$ cat config.mk
export PLATFORM = sky130hd
export DESIGN_NAME = rx_wm_dmareq
export DESIGN_NICKNAME = d
export VERILOG_FILES = /design/src/rtl/rx_wm_dmareq.sv
export SDC_FILE = /design/constraint.sdc
export NUM_CORES = 1
export LEC_CHECK = 0
export BUFFER_PORTS_ARGS = -buffer_cell sky130_fd_sc_hd__buf_4
export CAP_MARGIN = 10
export CORE_UTILIZATION = 55
export DETAILED_ROUTE_END_ITERATION = 10
export PLACE_DENSITY = 0.85
export SYNTH_ARGS = -nofsm -noshare
export SYNTH_HDL_FRONTEND = slang
export SYNTH_SLANG_ARGS = --single-unit
$ cat constraint.sdc
create_clock -name clk -period 4.05 [get_ports clk]
set_input_delay 0.405 -clock clk [delete_from_list [all_inputs] [get_ports clk]]
set_output_delay 0.405 -clock clk [all_outputs]
set_load 0.03 [all_outputs]
$ cat src/rtl/rx_wm_dmareq.sv
module rx_wm_dmareq #(
  parameter int FIFO_BYTES  = 128,
  parameter int GUARD_BYTES = 64
) (
  input  logic        clk,
  input  logic        rst_n,
  input  logic        sw_rst,
  input  logic        stop,
  input  logic        byte_wr,
  input  logic        byte_rd,
  input  logic        frame_sof,
  input  logic        frame_eof,
  input  logic        frame_good,
  input  logic        runt_acc_en,
  input  logic        reg_wr,
  input  logic [15:0] reg_wdata,
  output logic [15:0] reg_rdata,
  output logic        dma_req
);
  localparam int FW = $clog2(FIFO_BYTES + 1);
  localparam int GW = $clog2(GUARD_BYTES + 1);
  localparam logic [FW-1:0] FILL_MAX = FW'(FIFO_BYTES);
  localparam logic [GW-1:0] GUARD_FULL = GW'(GUARD_BYTES);

  logic [1:0]    wm_q;
  logic [FW-1:0] fill_q;
  logic [GW-1:0] guard_q;
  logic          runt_ok_q;
  logic          done_q;
  logic [FW-1:0] wm_bytes;
  logic          guard_full;

  always_comb begin
    case (wm_q)
      2'b00:   wm_bytes = FW'(16);
      2'b01:   wm_bytes = FW'(32);
      default: wm_bytes = FW'(64);
    endcase
  end

  assign guard_full = (guard_q == GUARD_FULL);
  assign dma_req    = (guard_full || runt_ok_q) &&
                      ((fill_q >= wm_bytes) || (done_q && fill_q != '0));
  assign reg_rdata  = {2'b11, wm_q, 12'h000};

  always_ff @(posedge clk or negedge rst_n) begin
    if (!rst_n)
      wm_q <= 2'b10;
    else if (sw_rst)
      wm_q <= 2'b10;
    else if (reg_wr && stop)
      wm_q <= reg_wdata[13:12];
  end

  always_ff @(posedge clk or negedge rst_n) begin
    if (!rst_n) begin
      fill_q    <= '0;
      guard_q   <= '0;
      runt_ok_q <= 1'b0;
      done_q    <= 1'b0;
    end else if (sw_rst || frame_sof) begin
      fill_q    <= '0;
      guard_q   <= '0;
      runt_ok_q <= 1'b0;
      done_q    <= 1'b0;
    end else begin
      if (byte_wr && !guard_full)
        guard_q <= guard_q + 1'b1;
      if (byte_wr && !byte_rd && fill_q != FILL_MAX)
        fill_q <= fill_q + 1'b1;
      else if (byte_rd && !byte_wr && fill_q != '0)
        fill_q <= fill_q - 1'b1;
      if (frame_eof) begin
        done_q <= 1'b1;
        if (frame_good && runt_acc_en)
          runt_ok_q <= 1'b1;
      end
    end
  end
endmodule


==> run_results.csv <==
group,metric,value,unit
logic_synthesis,yosysWarnings,0,
logic_synthesis,synth_edf_count,0,
power,power,0.528,mW
timing,worstMarginPinSlew,0.554,ns
clock_tree,cts.clk_slew.worst_paths,0.11,ns
global_routing,track_usage,21.6,%
placed_design,place_inst,190,
critical_path,critPathKind,"reg2reg",
clock_tree,ctsHoldBuffers,1,
global_routing,grt_max_degree,20,
floorplanning,pin_count,44,
power,power_leakage,0.714,nW
clock_tree,clk_latency,0.29,ns
run,drv_cap,0,
power,power.internal,0.329,mW
finish,nets,207,
power,pwr-share-clk,18.4,%
global_routing,gr-total-overflow,0,
routing,wl_per_cell,13.9,um
floorplanning,dieHeight,52.5,um
placed_design,placedInstanceArea,0.00147,mm2
timing,slew_viol_final,0,
clock_tree,cts-resized-gates,0,
timing,rsz0062_at_grt,"no",
finish,fill_cells,181,
timing,finalHoldViolCount,0,
timing,fin_crit,2.80,ns
floorplanning,core,0.00232,mm2
power,ir_drop,0.250,mV
logic_synthesis,synth_top_cell_by_area,"dfrtp_1",
power,p_comb_share,38.7,%
logic_synthesis,yosysTopAreaCellShare,32.1,%
clock_tree,clockBufferDepth,2,
finish,seq_area,477,um2
critical_path,arrival,3.00,ns
floorplanning,start_util,60.6,%
finish,final_cells,195,
logic_synthesis,seq_area_frac_synth,34.0,%
clock_tree,cts_tree,"done",
worst_hold_path,worstHoldPathType,"in2reg",
power,p_sw_share,37.8,%
power,cellPowerDensity,351,mW/mm2
clock_tree,root_buffer,"clkbuf_4",
routing,antenna_left,0,
critical_path,critPathRequiredTime,4.25,ns
timing,finClkSkew,0.00202,ns
floorplanning,std_cell_rows,17,
critical_path,cp_max_fo,6,
logic_synthesis,ys_types,42,
run_status,run_status,"complete, no violations",
power,pwr-share-seq,42.9,%
timing,fin_tns_setup,0,ns
critical_path,r2r_slack,1.25,ns
floorplanning,die_x,52.5,um
routing,finalWirelength,2700,um
clock_tree,postCtsSetupBuffers,0,
finish,antenna_cells,0,
finish,drive_gt1_share,14.4,%
timing,fin_crit_sh,69.1,%
logic_synthesis,syn_inst,153,
worst_hold_path,worstHoldStart,"sw_rst",
routing,drcViolationCount,0,
logic_synthesis,synth_ff_type,"dfrtp_1",
clock_tree,cts.sinks,19,
clock_tree,htreeDepth,1,
timing,slew_headroom,63.0,%
logic_synthesis,ys_ff_latch,19,
global_routing,antenna_found_initial,0,
floorplanning,dieArea,0.00276,mm2
finish,multi_input_area,806,um2
logic_synthesis,synth_area_per_cell,9.18,um2
routing,drt_pass1_iterations,4,
logic_synthesis,synth_area,0.00140,mm2
routing,vias,1103,
finish,postLayoutCellArea,0.00150,mm2
clock_tree,cts_made_buffers,3,
placed_design,gp_congestion,0.805,
routing,drt-initial-drc-count,24,
critical_path,startpoint_type,"flip-flop",
finish,post-route-util,64.9,%
critical_path,critPathLaunch,"fill_q[5]$_DFFE_PN0P_",
power,p_switching,0.200,mW
placed_design,dp_hpwl,2060,um
placed_design,io_buffers,15,
logic_synthesis,synth_top_cells_by_area,"dfrtp_1 (32%), ha_1 (9.8%), buf_4 (7.5%)",
timing,max_freq,357,MHz
critical_path,critPathCaptureType,"flip-flop",
timing,setup_viol,0,
critical_path,r2r-start,"fill_q[5]$_DFFE_PN0P_",
finish,syn_to_final_growth,7.13,%
routing,via_per_inst,5.66,
global_routing,grt_pass1_vias,1089,
global_routing,grt_first_pass_wirelength,4440,um
logic_synthesis,async_reset_ff_share,100,%
==> registers in the layout, indices dropped and copies added, names as in the netlist <==
register   count
wm_q           2
fill_q         8
guard_q        7
done_q         1
runt_ok_q      1
==> worst max-delay path, cell delays in order (launching register included) <==
cell and delay [ns]:
dfrtp_1 0.44, nor3_1 0.13, a311oi_4 0.51, inv_1 0.23
ha_1 0.37, nor2b_1 0.18, o31a_1 0.26, o21a_1 0.19
o21a_1 0.18, o41ai_1 0.22
==> power by group through the flow <==
stage | Sequential (mW) | Combinational, mW | Clock (mW)
after floorplan | 0.227 | 0.170 | 0
after global placement | 0.229 | 0.192 | 0
after detailed placement | 0.230 | 0.201 | 0
after CTS | 0.226 | 0.203 | 0.0999
after global routing | 0.229 | 0.227 | 0.110
final | 0.227 | 0.204 | 0.0972
==> layer usage <==
layer  global-route usage (%)  up-vias  wire [um]
li1                         -      543          -
met1                     25.0      513       1190
met2                     41.1       43       1370
met3                     2.90        4        132
met4                     5.26        0         10
met5                        0        -          0
==> synthesized netlist by cell type, drive strengths merged (2+ instances only) <==
cell / n
o41ai: 2
or3: 2
a311oi: 2
inv: 10
ha: 11
dfrtp: 18
nor3: 5
a21o: 3
nand3: 7
nor2b: 2
xor2: 5
clkbuf: 2
o31ai: 3
conb: 2
xnor2: 3
nor4: 2
nand2: 15
buf: 16
a21oi: 7
nor2: 10
o21ai: 3
a31oi: 3
nand4: 3
o21a: 3
and3: 2
==> cell usage in the layout (no fill, tap or decap), drive strengths merged <==
master / count
a21oi: 7
nor3: 5
and3b: 1
o31a: 1
dfrtp: 18
nor2b: 2
inv: 10
nor2: 10
a211o: 1
or2: 1
a31oi: 3
o21a: 3
nand4: 3
o21ai: 3
a211oi: 1
conb: 14
buf: 15
nor4b: 1
clkbuf: 4
mux2i: 1
a21o: 3
a2111oi: 1
dlygate4sd3: 1
fa: 1
o31ai: 3
nand2: 15
a311oi: 2
o211ai: 1
a21boi: 1
dfstp: 1
xor2: 5
nor4: 2
ha: 11
and3: 2
xnor2: 3
or3: 2
o41ai: 2
nand3: 7
==> logic make-up (layout without fill, tap and decap cells) <==
logic type,Yosys count,count (layout),synth area share [%]
DFF,19,19,34.0
adders and majority gates,12,12,11.2
and+or+nand+nor,51,51,19.4
AOI/OAI and AO/OA,32,32,17.3
other,2,14,0.535
xor gates and xnor gates,8,8,4.99
buffers and inverters,28,30,11.9
muxes,1,1,0.713
==> through the flow <==
stage / setup slack (ns) / hold slack, ns
floorplan: 1.52 / 0.109
global placement: 1.30 / 0.288
CTS: 1.25 / 0.284
global route: 1.06 / 0.270
finish: 1.25 / 0.291
detailed placement: 1.29 / 0.293
==> final cells by class <==
class | instances | share of cell area (%)
clock buffer | 4 | 1.75
inverter | 10 | 2.50
multi-input combinational | 118 | 53.6
sequential | 19 | 31.7
tap | 28 | 2.33
timing repair buffer | 16 | 8.15
==> final timing paths <==
kind	endpoint	depth (start not counted)
worst max-delay path	fill_q[6]$_DFFE_PN0P_	9
worst min-delay path	wm_q[0]$_DFFE_PN0P_	2
worst max register to register	fill_q[6]$_DFFE_PN0P_	9
worst min register to register	done_q$_DFFE_PN0P_	2
max in group asynchronous	wm_q[1]$_DFFE_PN1P_	2
min in group asynchronous	wm_q[0]$_DFFE_PN0P_	2
Note: power is estimated with default switching activity, not from simulation.
